===== src/rtl/sdf_pkg.sv =====
package sdf_pkg;
  typedef enum logic [1:0] {
    SDF_DATA = 2'd0,
    SDF_STAT = 2'd1,
    SDF_CFG  = 2'd2,
    SDF_LVL  = 2'd3
  } sdf_addr_e;

  localparam int STAT_FLAG_BIT = 0;
  localparam int STAT_ERR_BIT  = 3;
  localparam int CFG_DIR_BIT   = 0;
  localparam int CFG_IRQ_BIT   = 4;
  localparam int LVL_FILL_LSB  = 4;
endpackage


===== src/rtl/sdf_storage.sv =====
module sdf_storage #(
  parameter int WIDTH = 32,
  parameter int DEPTH = 16
) (
  input  logic                       clk,
  input  logic                       rst_n,
  input  logic                       push,
  input  logic [WIDTH-1:0]           push_data,
  input  logic                       pop,
  output logic [WIDTH-1:0]           head,
  output logic [$clog2(DEPTH+1)-1:0] count
);
  localparam int AW = (DEPTH > 1) ? $clog2(DEPTH) : 1;
  localparam int CW = $clog2(DEPTH+1);
  localparam logic [AW-1:0] LAST = AW'(DEPTH-1);

  logic [WIDTH-1:0] mem [DEPTH];
  logic [AW-1:0]    wr_ptr, rd_ptr;

  always_ff @(posedge clk) begin
    if (push) mem[wr_ptr] <= push_data;
  end

  always_ff @(posedge clk or negedge rst_n) begin
    if (!rst_n) begin
      wr_ptr <= '0;
      rd_ptr <= '0;
      count  <= '0;
    end else begin
      if (push) wr_ptr <= (wr_ptr == LAST) ? '0 : wr_ptr + AW'(1);
      if (pop)  rd_ptr <= (rd_ptr == LAST) ? '0 : rd_ptr + AW'(1);
      case ({push, pop})
        2'b10:   count <= count + CW'(1);
        2'b01:   count <= count - CW'(1);
        default: count <= count;
      endcase
    end
  end

  assign head = mem[rd_ptr];


  level_up_chk: assert property (@(posedge clk) disable iff (!rst_n)
    (push && !pop) |=> (count == $past(count) + CW'(1)));

  no_underflow_chk: assert property (@(posedge clk) disable iff (!rst_n)
    pop |-> (count != '0));

  no_overflow_chk: assert property (@(posedge clk) disable iff (!rst_n)
    (push && !pop) |-> (count != CW'(DEPTH)));
endmodule


===== src/rtl/sdf_level.sv =====
module sdf_level #(
  parameter int DEPTH = 16
) (
  input  logic [$clog2(DEPTH+1)-1:0] count,
  input  logic                       dir_read,
  input  logic [$clog2(DEPTH+1)-1:0] drain_thr,
  input  logic [$clog2(DEPTH+1)-1:0] fill_thr,
  input  logic                       irq_en,
  output logic                       flag,
  output logic                       irq
);
  localparam int CW = $clog2(DEPTH+1);

  logic [CW-1:0] space;

  always_comb begin
    space = CW'(DEPTH) - count;
    flag  = dir_read ? (count >= drain_thr) : (space >= fill_thr);
    irq   = flag && irq_en;
  end
endmodule


===== src/rtl/sdf_regs.sv =====
module sdf_regs #(
  parameter int DEPTH     = 16,
  parameter int RESET_THR = 4
) (
  input  logic                       clk,
  input  logic                       rst_n,
  input  logic                       cfg_we,
  input  logic                       cfg_dir_in,
  input  logic                       cfg_irq_in,
  input  logic                       lvl_we,
  input  logic [$clog2(DEPTH+1)-1:0] fill_thr_in,
  input  logic [$clog2(DEPTH+1)-1:0] drain_thr_in,
  input  logic                       stat_we,
  input  logic                       err_clr_bit,
  input  logic                       err_evt,
  output logic                       dir_read,
  output logic                       irq_en,
  output logic [$clog2(DEPTH+1)-1:0] fill_thr,
  output logic [$clog2(DEPTH+1)-1:0] drain_thr,
  output logic                       err
);
  localparam int CW = $clog2(DEPTH+1);

  always_ff @(posedge clk or negedge rst_n) begin
    if (!rst_n) begin
      dir_read  <= 1'b0;
      irq_en    <= 1'b0;
      fill_thr  <= CW'(RESET_THR);
      drain_thr <= CW'(RESET_THR);
      err       <= 1'b0;
    end else begin
      if (cfg_we) begin
        dir_read <= cfg_dir_in;
        irq_en   <= cfg_irq_in;
      end
      if (lvl_we) begin
        fill_thr  <= fill_thr_in;
        drain_thr <= drain_thr_in;
      end
      if (err_evt)                     err <= 1'b1;
      else if (stat_we && err_clr_bit) err <= 1'b0;
    end
  end


  err_set_chk: assert property (@(posedge clk) disable iff (!rst_n)
    err_evt |=> err);

  err_clear_chk: assert property (@(posedge clk) disable iff (!rst_n)
    (stat_we && err_clr_bit && !err_evt) |=> !err);

  err_sticky_chk: assert property (@(posedge clk) disable iff (!rst_n)
    (err && !(stat_we && err_clr_bit)) |=> err);
endmodule


===== src/rtl/sd_data_buf.sv =====
module sd_data_buf #(
  parameter int WIDTH     = 32,
  parameter int DEPTH     = 16,
  parameter int RESET_THR = 4
) (
  input  logic             clk,
  input  logic             rst_n,
  input  logic             reg_wr,
  input  logic             reg_rd,
  input  logic [1:0]       reg_addr,
  input  logic [WIDTH-1:0] reg_wdata,
  output logic [WIDTH-1:0] reg_rdata,
  input  logic             eng_in_valid,
  output logic             eng_in_ready,
  input  logic [WIDTH-1:0] eng_in_data,
  output logic             eng_out_valid,
  input  logic             eng_out_ready,
  output logic [WIDTH-1:0] eng_out_data,
  output logic             data_flag,
  output logic             data_irq
);
  import sdf_pkg::*;

  localparam int CW     = $clog2(DEPTH+1);
  localparam int FILL_L = LVL_FILL_LSB;
  localparam int WTH_L  = LVL_FILL_LSB + CW;
  localparam int RTH_L  = LVL_FILL_LSB + 2*CW;

  logic [CW-1:0]    count, fill_thr, drain_thr;
  logic [WIDTH-1:0] head, push_data;
  logic             dir_read, irq_en, err;
  logic             full, empty, push, pop;
  logic             data_wr, data_rd, host_push, host_pop, err_evt;

  assign full  = (count == CW'(DEPTH));
  assign empty = (count == '0);

  assign data_wr   = reg_wr && (reg_addr == SDF_DATA);
  assign data_rd   = reg_rd && (reg_addr == SDF_DATA);
  assign host_push = data_wr && !dir_read && !full;
  assign host_pop  = data_rd && dir_read && !empty;
  assign err_evt   = (data_wr && !dir_read && full) ||
                     (data_rd && dir_read && empty);

  assign eng_in_ready  = dir_read && !full;
  assign eng_out_valid = !dir_read && !empty;
  assign eng_out_data  = head;

  assign push      = dir_read ? (eng_in_valid && eng_in_ready) : host_push;
  assign push_data = dir_read ? eng_in_data : reg_wdata;
  assign pop       = dir_read ? host_pop : (eng_out_valid && eng_out_ready);

  sdf_storage #(.WIDTH(WIDTH), .DEPTH(DEPTH)) u_store (
    .clk(clk), .rst_n(rst_n),
    .push(push), .push_data(push_data), .pop(pop),
    .head(head), .count(count)
  );

  sdf_regs #(.DEPTH(DEPTH), .RESET_THR(RESET_THR)) u_regs (
    .clk(clk), .rst_n(rst_n),
    .cfg_we(reg_wr && (reg_addr == SDF_CFG)),
    .cfg_dir_in(reg_wdata[CFG_DIR_BIT]),
    .cfg_irq_in(reg_wdata[CFG_IRQ_BIT]),
    .lvl_we(reg_wr && (reg_addr == SDF_LVL)),
    .fill_thr_in(reg_wdata[WTH_L +: CW]),
    .drain_thr_in(reg_wdata[RTH_L +: CW]),
    .stat_we(reg_wr && (reg_addr == SDF_STAT)),
    .err_clr_bit(reg_wdata[STAT_ERR_BIT]),
    .err_evt(err_evt),
    .dir_read(dir_read), .irq_en(irq_en),
    .fill_thr(fill_thr), .drain_thr(drain_thr), .err(err)
  );

  sdf_level #(.DEPTH(DEPTH)) u_level (
    .count(count), .dir_read(dir_read),
    .drain_thr(drain_thr), .fill_thr(fill_thr), .irq_en(irq_en),
    .flag(data_flag), .irq(data_irq)
  );

  always_comb begin
    reg_rdata = '0;
    case (reg_addr)
      SDF_DATA: if (dir_read && !empty) reg_rdata = head;
      SDF_STAT: begin
        reg_rdata[STAT_FLAG_BIT] = data_flag;
        reg_rdata[STAT_ERR_BIT]  = err;
      end
      SDF_CFG: begin
        reg_rdata[CFG_DIR_BIT] = dir_read;
        reg_rdata[CFG_IRQ_BIT] = irq_en;
      end
      default: begin
        reg_rdata[FILL_L +: CW] = count;
        reg_rdata[WTH_L +: CW]  = fill_thr;
        reg_rdata[RTH_L +: CW]  = drain_thr;
      end
    endcase
  end


  one_stream_chk: assert property (@(posedge clk) disable iff (!rst_n)
    !(eng_in_ready && eng_out_valid));

  wrong_dir_write_chk: assert property (@(posedge clk) disable iff (!rst_n)
    (data_wr && dir_read && !(eng_in_valid && eng_in_ready)) |=> $stable(count));
endmodule


===== config.mk =====
export PLATFORM = sky130hd
export DESIGN_NAME = sd_data_buf
export DESIGN_NICKNAME = d
export VERILOG_FILES = /design/src/rtl/sdf_pkg.sv /design/src/rtl/sdf_storage.sv /design/src/rtl/sdf_level.sv /design/src/rtl/sdf_regs.sv /design/src/rtl/sd_data_buf.sv
export SDC_FILE = /design/constraint.sdc
export NUM_CORES = 1
export LEC_CHECK = 0
export ABC_AREA = 1
export BUFFER_PORTS_ARGS = -buffer_cell sky130_fd_sc_hd__buf_2
export CAP_MARGIN = 20
export CELL_PAD_IN_SITES_DETAIL_PLACEMENT = 1
export CELL_PAD_IN_SITES_GLOBAL_PLACEMENT = 1
export CORE_ASPECT_RATIO = 0.9
export CORE_MARGIN = 2
export CORE_UTILIZATION = 40
export CTS_CLUSTER_DIAMETER = 80
export DETAILED_ROUTE_END_ITERATION = 10
export GPL_TIMING_DRIVEN = 0
export PLACE_DENSITY_LB_ADDON = 0.1
export SYNTH_ARGS = -nofsm -noshare
export SYNTH_HDL_FRONTEND = slang
export SYNTH_HIERARCHICAL = 1
export SYNTH_SLANG_ARGS = --single-unit

===== constraint.sdc =====
create_clock -name clk -period 4.72 [get_ports clk]
set_clock_uncertainty 0.2 [all_clocks]
set_input_delay 0.944 -clock clk [delete_from_list [all_inputs] [get_ports clk]]
set_output_delay 0.944 -clock clk [all_outputs]
set_load 0.1 [all_outputs]

==> run_results.csv <==
group,metric,value,unit
finish,seq_area,16000,µm²
setup_path,required,3.58,ns
finish,syn2layout_area_growth,18.1,%
clock_network,cts_resized,2,
setup_path,critPathKind,"reg2out",
logic_synthesis,synth_fa_ha_area_frac,0.0108,
global_routing,grt_pass1_vias,17366,
setup_path,r2r_slack,0.77,ns
timing,rsz0062_at_grt,"no",
logic_synthesis,synth_fp_nets,2176,
route,vias,17137,
setup_path,crit_fanout,10,
clock_network,root_buffer,"clkbuf_16",
route,remaining_drc_errors,0,
route,antenna_left,0,
timing,timing.final.crit_share,0.983,
logic_synthesis,netlist-cell-type-count,34,
finish,multi_input_area,6070,µm²
logic_synthesis,synthFlopType,"edfxtp_1",
logic_synthesis,ys_seq_area_frac,0.692,
timing,finalSetupViolCount,0,
timing,fin_crit,4.64,ns
die,pin_count,140,
placed_design,dp_hpwl,55200,µm
logic_synthesis,syn_area,23200,µm²
die,die_y,232,µm
logic_synthesis,yosys.area.top_type,"edfxtp_1",
placed_design,gp_congestion,0.832,
logic_synthesis,synth_compound_area_frac,0.0701,
placed_design,io_buffers,139,
clock_network,cts_tree,"yes",
clock_network,post-cts-setup-buffers,0,
logic_synthesis,synth.area.mux_share,0.000432,
placed_design,placed_area,25400,µm²
die,start_util,0.405,
clock_network,cts_buffers,58,
route,drt_iter0_markers,1660,
logic_synthesis,yosysMostFrequentCell,"edfxtp_1",
clock_network,clk_path_buf_depth,3,
timing,tns,0,ns
die,dieArea,59800,µm²
global_routing,antenna_found_initial,1,
finish,n_fill_cell,6209,
power,ir_drop,0.765,mV
route,dr.pass1.iters,5,
timing,maxSlewViolCount,0,
logic_synthesis,synth_top_area_frac,0.664,
logic_synthesis,synth_area_per_cell,11.1,µm²
route,totalWireLength,81900,µm
logic_synthesis,synth_top_family_by_area,"simple AND/OR/NAND/NOR gates",
hold_path,hp-class,"in2async",
logic_synthesis,synth_edf_count,512,
finish,num-nets-final,2397,
logic_synthesis,synth_cells,2084,
setup_path,rr_worst_depth,10,
global_routing,grt_usage,0.275,
job,max_cap_violations,0,
logic_synthesis,synth_xor_area_frac,0.00189,
finish,antenna_cells,0,
setup_path,cp.arrival,3.50,ns
global_routing,grt_pass1_wl,119000,µm
timing,fmax,215,MHz
die,num_rows,83,
setup_path,crit_path_start_kind,"register",
logic_synthesis,yosys-top-cells-count,"edfxtp_1 (512), nor2_1 (426), nand2_1 (310)",
run_status,outcome,"completed",
logic_synthesis,synth-simple-area-share,0.174,
logic_synthesis,ys_ff_latch,538,
power,leakagePower,10.4,nW
global_routing,overflow,0,
logic_synthesis,synth.area.top_cells,"edfxtp_1 (66%), nor2_1 (6.9%), nand2_1 (5.0%)",
logic_synthesis,async_reset_ff_frac,0.0483,
setup_path,reg2reg_to,"u_store/mem[4][28]",
timing,maxSlewHeadroom,0.318,
finish,layout-drive-gt1-share,0.152,
global_routing,grt_max_degree,27,
timing,finalHoldViolCount,0,
clock_network,clk_latency,0.62,ns
clock_network,clk_pin_slew_worst_paths,0.06,ns
timing,max_slew.worst_pin.slew,1.02,ns
route,routedWlPerCell,26.3,µm
clock_network,cts_hold_buf,0,
die,core,57100,µm²
setup_path,reg2reg_from,"u_regs/dir_read",
setup_path,setup.worst_path.end_class,"primary output",
finish,final_area,27400,µm²
power,p_per_area,728,nW/µm²
clock_network,clock_sinks,538,
die,die_w,258,µm
clock_network,cts-htree-levels,2,
route,vias_per_cell,5.50,
logic_synthesis,yosysWarningCount,6,
## how the worst max path moves through the flow
| stage | startpoint | to | slack [ns] |
|---|---|---|---|
| detailed placement | reg_addr[0] | u_store/mem[4][0] | 0.57 |
| floorplan | u_store/rd_ptr[1] | reg_rdata[2] | 0.30 |
| CTS | u_store/rd_ptr[3] | reg_rdata[16] | 0.001 |
| global placement | reg_addr[0] | u_store/mem[4][1] | -2.04 |
| global route | u_store/rd_ptr[1] | reg_rdata[16] | 0.005 |
| finish | u_store/rd_ptr[1] | reg_rdata[16] | 0.08 |
## placed cells by master (no fill, tap or decap), drive strengths merged
cell type	instances
nand3b	1
clkbuf	121
xor2	1
mux2i	1
inv	145
o21bai	1
bufinv	7
o21ai	213
clkinvlp	1
o211ai	64
clkinv	19
edfxtp	512
dfrtp	24
ha	20
nand3	227
nor2	428
dfstp	2
xnor2	4
nor3	2
clkdlybuf4s15	1
nand4	2
nand2	313
buf	239
a21oi	4
## stage by stage
step                       util  hold slack, ns  worst slack [ns]  cells  total power, mW
after floorplan               -           0.242             0.303   2084             12.2
after global placement    0.434           0.263             -2.04   2988             15.0
after detailed placement  0.445           0.273             0.571   3010             15.3
after CTS                 0.479           0.203           0.00129   3117             19.9
after global routing      0.479           0.229           0.00476   3117             20.8
final                     0.479           0.196            0.0780   3117             19.9
## metal layers
metal  GRT usage  routed length, µm
met3      0.0320               4710
met1       0.388              36400
met2       0.443              38100
met5           0                  0
met4      0.0923               2660
## cells by family (layout without fill, tap and decap cells)
kind of cell / Yosys count / after routing
buffers and inverters: 265 / 533
AND/OR/NAND/NOR: 973 / 973
AO/OA/AOI/OAI: 282 / 282
flip-flops: 538 / 538
adder cells (fa/ha/maj): 20 / 20
XOR/XNOR: 5 / 5
multiplexers: 1 / 1
## state kept, by name (all words and copies together), names as in the netlist
name              count
u_regs/irq_en         1
u_store/rd_ptr        4
u_regs/drain_thr      5
u_store/count         5
u_store/wr_ptr        4
u_store/mem         512
u_regs/fill_thr       5
u_regs/err            1
u_regs/dir_read       1
## worst max-delay path: stages, from the launching register on
cell and delay, ns:
dfrtp_1 0.41, inv_1 0.15, buf_2 0.33, clkbuf_1 0.60, o211ai_1 0.19, nand3_1 0.11
nand3_1 0.16, nand2_1 0.28, nand3_2 0.10, nand2_1 0.12, buf_2 0.43
## layout make-up
cell class	count	area share
flip-flops and latches	538	0.586
plain buffers	122	0.0238
inverters	143	0.0197
well taps	765	0.0350
multi-input cells	1281	0.222
clock buffers	78	0.0588
repair buffers	161	0.0432
clock inverters	29	0.0117
## power by group
part / internal, mW / switching, mW
clock: 2.76 / 1.90
sequential: 5.73 / 0.179
combinational: 1.88 / 7.44
total: 10.4 / 9.53
No activity file was read; power rests on OpenSTA's default activity.
